==> src/rtl/irb_pkg.sv <==
package irb_pkg;

    localparam int unsigned IRB_BUS_W       = 16;
    localparam int unsigned IRB_CNT_W       = 6;
    localparam int unsigned IRB_PRESCALE    = 26;
    localparam int unsigned IRB_OVERSAMPLE  = 16;
    localparam int unsigned IRB_RESET_COUNT = 11;

    // Strobes passed between the stages of the generator
    typedef struct packed {
        logic pre;    // prescaler wrap
        logic samp;   // programmable divider terminal count
        logic bitt;   // sixteenth sample
    } irb_strobes_t;

    // Reference cycles in one sample period for a count value
    function automatic int unsigned irb_sample_cycles(int unsigned pre, int unsigned n);
        return pre * (n + 1);
    endfunction

endpackage

==> src/rtl/irb_prescaler.sv <==
module irb_prescaler #(
    parameter int unsigned DIV = 26
) (
    input  logic clk,
    input  logic rst,
    input  logic run,
    output logic wrap
);
    localparam int unsigned PW = $clog2(DIV);
    localparam logic [PW-1:0] LAST = PW'(DIV - 1);

    logic [PW-1:0] cnt_q;

    assign wrap = run && (cnt_q == LAST);

    always_ff @(posedge clk) begin
        if (rst || !run) begin
            cnt_q <= '0;
        end else if (cnt_q == LAST) begin
            cnt_q <= '0;
        end else begin
            cnt_q <= cnt_q + PW'(1);
        end
    end
endmodule

==> src/rtl/irb_divider.sv <==
module irb_divider #(
    parameter int unsigned CNT_W       = 6,
    parameter int unsigned RESET_COUNT = 11
) (
    input  logic             clk,
    input  logic             rst,
    input  logic             run,
    input  logic             step,
    input  logic             wr_en,
    input  logic [CNT_W-1:0] wr_val,
    output logic             term
);
    localparam logic [CNT_W-1:0] RST_VAL = CNT_W'(RESET_COUNT);

    logic [CNT_W-1:0] cnt_q;
    logic [CNT_W-1:0] active_q;   // limit of the period in progress
    logic [CNT_W-1:0] pend_q;     // last written count
    logic [CNT_W-1:0] reload;

    // A write in a reload cycle is taken straight away
    always_comb begin
        reload = wr_en ? wr_val : pend_q;
    end

    assign term = run && step && (cnt_q == active_q);

    always_ff @(posedge clk) begin
        if (rst) begin
            cnt_q    <= '0;
            active_q <= RST_VAL;
            pend_q   <= RST_VAL;
        end else begin
            if (wr_en) begin
                pend_q <= wr_val;
            end
            if (!run) begin
                cnt_q    <= '0;
                active_q <= reload;
            end else if (step) begin
                if (cnt_q == active_q) begin
                    cnt_q    <= '0;
                    active_q <= reload;
                end else begin
                    cnt_q <= cnt_q + CNT_W'(1);
                end
            end
        end
    end
endmodule

==> src/rtl/irb_phase.sv <==
module irb_phase #(
    parameter int unsigned OVS = 16
) (
    input  logic clk,
    input  logic rst,
    input  logic run,
    input  logic samp,
    output logic bitt
);
    localparam int unsigned PHW = $clog2(OVS);
    localparam logic [PHW-1:0] LAST = PHW'(OVS - 1);

    logic [PHW-1:0] ph_q;

    assign bitt = samp && (ph_q == LAST);

    always_ff @(posedge clk) begin
        if (rst || !run) begin
            ph_q <= '0;
        end else if (samp) begin
            ph_q <= (ph_q == LAST) ? '0 : ph_q + PHW'(1);
        end
    end
endmodule

==> src/rtl/irbaud_gen.sv <==
module irbaud_gen
    import irb_pkg::*;
#(
    parameter int unsigned BUS_W       = IRB_BUS_W,
    parameter int unsigned CNT_W       = IRB_CNT_W,
    parameter int unsigned PRESCALE    = IRB_PRESCALE,
    parameter int unsigned OVERSAMPLE  = IRB_OVERSAMPLE,
    parameter int unsigned RESET_COUNT = IRB_RESET_COUNT
) (
    input  logic             clk,
    input  logic             rst,
    input  logic             en,
    input  logic             wr_en,
    input  logic [BUS_W-1:0] wr_data,
    output logic             sample_tick,
    output logic             bit_tick
);
    irb_strobes_t     st;
    logic [CNT_W-1:0] wr_val;

    assign wr_val = wr_data[CNT_W-1:0];

    generate
        if (BUS_W > CNT_W) begin : g_drop_upper
            logic unused_upper;
            assign unused_upper = ^wr_data[BUS_W-1:CNT_W];
        end
    endgenerate

    irb_prescaler #(.DIV(PRESCALE)) u_pre (
        .clk  (clk),
        .rst  (rst),
        .run  (en),
        .wrap (st.pre)
    );

    irb_divider #(.CNT_W(CNT_W), .RESET_COUNT(RESET_COUNT)) u_div (
        .clk    (clk),
        .rst    (rst),
        .run    (en),
        .step   (st.pre),
        .wr_en  (wr_en),
        .wr_val (wr_val),
        .term   (st.samp)
    );

    irb_phase #(.OVS(OVERSAMPLE)) u_phase (
        .clk  (clk),
        .rst  (rst),
        .run  (en),
        .samp (st.samp),
        .bitt (st.bitt)
    );

    assign sample_tick = st.samp;
    assign bit_tick    = st.bitt;
endmodule

==> config.mk <==
export PLATFORM = sky130hd
export DESIGN_NAME = irbaud_gen
export DESIGN_NICKNAME = d
export VERILOG_FILES = /design/src/rtl/irb_pkg.sv /design/src/rtl/irb_prescaler.sv /design/src/rtl/irb_divider.sv /design/src/rtl/irb_phase.sv /design/src/rtl/irbaud_gen.sv
export SDC_FILE = /design/constraint.sdc
export NUM_CORES = 1
export LEC_CHECK = 0
export BUFFER_PORTS_ARGS = -buffer_cell sky130_fd_sc_hd__buf_2
export CAP_MARGIN = 20
export CORE_MARGIN = 3
export CORE_UTILIZATION = 40
export CTS_CLUSTER_SIZE = 10
export DETAILED_ROUTE_END_ITERATION = 7
export HOLD_SLACK_MARGIN = 0.03
export MAX_ROUTING_LAYER = met4
export SLEW_MARGIN = 20
export SYNTH_ARGS = -nofsm -noshare
export SYNTH_HDL_FRONTEND = slang
export SYNTH_SLANG_ARGS = --single-unit
==> constraint.sdc <==
create_clock -name clk -period 1.96 [get_ports clk]
set_input_delay 0.392 -clock clk [delete_from_list [all_inputs] [get_ports clk]]
set_output_delay 0.392 -clock clk [all_outputs]
set_load 0.03 [all_outputs]
==> impl_metrics.env <==
export IMPL_cts_tree="built"
export IMPL_synth_flop_cell="dfxtp_1"
export IMPL_crit_chain="xnor2_4 > and4bb_2 > and3_4 > and4_4 > buf_6"
export IMPL_place_gp_congestion=0.7687
export IMPL_synth_top_cell_by_area="dfxtp_1"
export IMPL_synth_cell_type_count=38
export IMPL_max_cap_violations=0
export IMPL_ys_ff_latch=27
export IMPL_yosys_area_top_type_share=0.4342
export IMPL_clock_fmax_mhz=485.2
export IMPL_cp_max_fo=4
export IMPL_post_drt_wl_per_cell_microns=13.83
export IMPL_stdcell_count=187
export IMPL_vias=1020
export IMPL_cts_root_buf="clkbuf_4"
export IMPL_slew_headroom=0.6411
export IMPL_cts_made_buffers=3
export IMPL_firstDrtPassIters=4
export IMPL_slowest_delay_ns=0.40
export IMPL_slowest_stage="dfxtp_4"
export IMPL_rr_worst_depth=6
export IMPL_hold_slack_ns=0.3228
export IMPL_dieWidth_microns=61.79
export IMPL_hpwlAfterDp_microns=1834
export IMPL_grt_start_max_net_pins=15
export IMPL_violations="negative setup slack"
export IMPL_multiInputGateArea_sq_um=759.5
export IMPL_hold_viol_final=0
export IMPL_nFillCells=266
export IMPL_io_buffers=11
export IMPL_n_antenna_cell=0
export IMPL_grt_pass1_vias=971
export IMPL_hold_path_depth=2
export IMPL_required_ns=1.57
export IMPL_endpoint_kind="output pin"
export IMPL_synth_async_reset_ratio=0
export IMPL_drive_gt1_frac=0.3718
export IMPL_clk_latency_ns=0.32
export IMPL_drv_slew=0
export IMPL_power_w=0.0009335
export IMPL_antenna_found_initial=0
export IMPL_crit_arrival_ns=1.67
export IMPL_setup_viol=2
export IMPL_detail_route_antenna_nets=0
export IMPL_static_leakage_power_nw=0.6479
export IMPL_vdd_ir_drop_max_mv=0.4850
export IMPL_num_rows=19
export IMPL_syn_area_per_cell_sq_um=9.651
export IMPL_drt_total_wl_microns=2587
export IMPL_pin_count=22
export IMPL_ctsHoldBuffers=0
export IMPL_dieHeight_microns=61.79
export IMPL_dieArea_sq_um=3818
export IMPL_grt_setup_unrepaired="true"
export IMPL_route_detailed_drc=0
export IMPL_dp_cells=171
export IMPL_via_per_inst=5.455
export IMPL_clk_pin_slew_ns=0.13
export IMPL_dpl_cell_area_sq_um=1375
export IMPL_start_util=0.4364
export IMPL_worst_slack_ns=-0.1012
export IMPL_power_per_cell_area_nw_per_um2=585.6
export IMPL_synth_edff_count=0
export IMPL_drt_iter0_drc=48
export IMPL_critPathLaunchType="register"
export IMPL_path_class="register to output pin"
export IMPL_outcome="finished, violations left"
export IMPL_cts_max_level=1
export IMPL_yosysMostFrequentCell="dfxtp_1"
export IMPL_nets=181
export IMPL_finClkSkew_ns=0.003390
export IMPL_min_period_over_period=1.052
export IMPL_synthCells=129
export IMPL_cts_num_sinks=27
export IMPL_overflow=0
export IMPL_regArea_sq_um=555.5
export IMPL_core_area_sq_um=2853
export IMPL_grt_pass1_wl_microns=4278
export IMPL_ys_seq_area_frac=0.4342
export IMPL_layout_min_cycle_time_ns=2.061
export IMPL_ys_warn_count=0
export IMPL_synthTopCellsByArea="dfxtp_1 (43%), xor2_1 (7.0%), nor2_1 (5.1%)"
export IMPL_tightest_slew_ns=0.5364
export IMPL_synth_commonest_cells="dfxtp_1 (27), nor2_1 (17), xor2_1 (10)"
export IMPL_synth_nets=153
export IMPL_hp_class="primary input to register"
export IMPL_finish_instance_area_sq_um=1594
export IMPL_cts_buffer_depth=2
export IMPL_areaGrowthSynthToFinish_pct=28.04
export IMPL_grt_usage=0.1581
export IMPL_synthesis_area_sq_um=1245
metal layers:
layer  routed length (microns)  global-route usage  up-vias  share of wire
li1                          -                   -      511              -
met1                      1220              0.1977      489           0.47
met2                      1240              0.2377       16           0.48
met3                        86             0.04339        4          0.033
met4                        40             0.06970        0          0.015
met5                         0                   -        -              0
cells by family (layout without fill, tap and decap cells):
| group | after synthesis | count (layout) | synth area share |
|---|---|---|---|
| buffers and inverters | 8 | 35 | 0.03015 |
| multiplexers | 3 | 3 | 0.02412 |
| flip-flops | 27 | 27 | 0.4342 |
| AO/OA/AOI/OAI | 20 | 20 | 0.1387 |
| XOR/XNOR | 14 | 14 | 0.09849 |
| adder cells (fa/ha/maj) | 4 | 4 | 0.04020 |
| AND/OR/NAND/NOR | 53 | 53 | 0.2342 |
state kept, by name, summed over array words and instances (netlist names):
signal	flops
u_div.active_q	6
u_div.cnt_q	6
u_div.pend_q	6
u_pre.cnt_q	5
u_phase.ph_q	4
worst paths after layout:
check | start | to | slack (ns)
setup / recovery | u_div.cnt_q[1] | bit_tick | -0.10
hold / removal | wr_data[1] | u_div.pend_q[1] | 0.32
setup reg to reg | u_div.active_q[0] | u_div.active_q[3] | 0.07
hold reg to reg | u_pre.cnt_q[0] | u_pre.cnt_q[0] | 0.46
timing repair:
action	in CTS	in global routing
buffers inserted	9	4
setup endpoints to repair	2	4
pin swaps	3	7
gates resized for setup	12	11
hold endpoints to repair	0	0
gates cloned	0	0
metrics by stage:
| step | utilization | worst slack (ns) | TNS (ns) |
|---|---|---|---|
| after floorplan | - | 0.006498 | 0 |
| after global placement | 0.4820 | 0.1109 | 0 |
| after detailed placement | 0.4820 | 0.1195 | 0 |
| after CTS | 0.5259 | -0.1009 | -0.1031 |
| after global routing | 0.5588 | -0.1792 | -0.3298 |
| final | 0.5588 | -0.1012 | -0.1768 |
area by class of cell:
class	count	share of cell area
clock buffers	4	0.01648
inverters	3	0.007064
multi-input cells	94	0.4765
flip-flops and latches	27	0.3485
well taps	31	0.02433
repair buffers	28	0.1272
worst max-delay path, delay by kind of cell, from the launching register on:
kind / cells / cell delay (ns)
xor gates and xnor gates: 1 / 0.18
buffers and inverters: 1 / 0.12
DFF: 1 / 0.40
and+or+nand+nor: 3 / 0.65
layout by cell type (no fill, tap or decap), types with 4 or more instances in the layout:
master   count
xor2_2       4
nand3_1      5
nor2_1      15
buf_4       15
dfxtp_1     19
nand4_1      5
xor2_1       6
dfxtp_2      6
buf_2        9
buf_6        4
nand2_1      9
report_power, final:
group,switching (W),leakage (nW),internal (W),total [W]
logic,0.0000561,0.409,0.0000585,0.000115
clock network,0.000153,0.0150,0.0000798,0.000233
registers,0.0000167,0.224,0.000569,0.000586
Note: power is estimated with default switching activity, not from simulation.
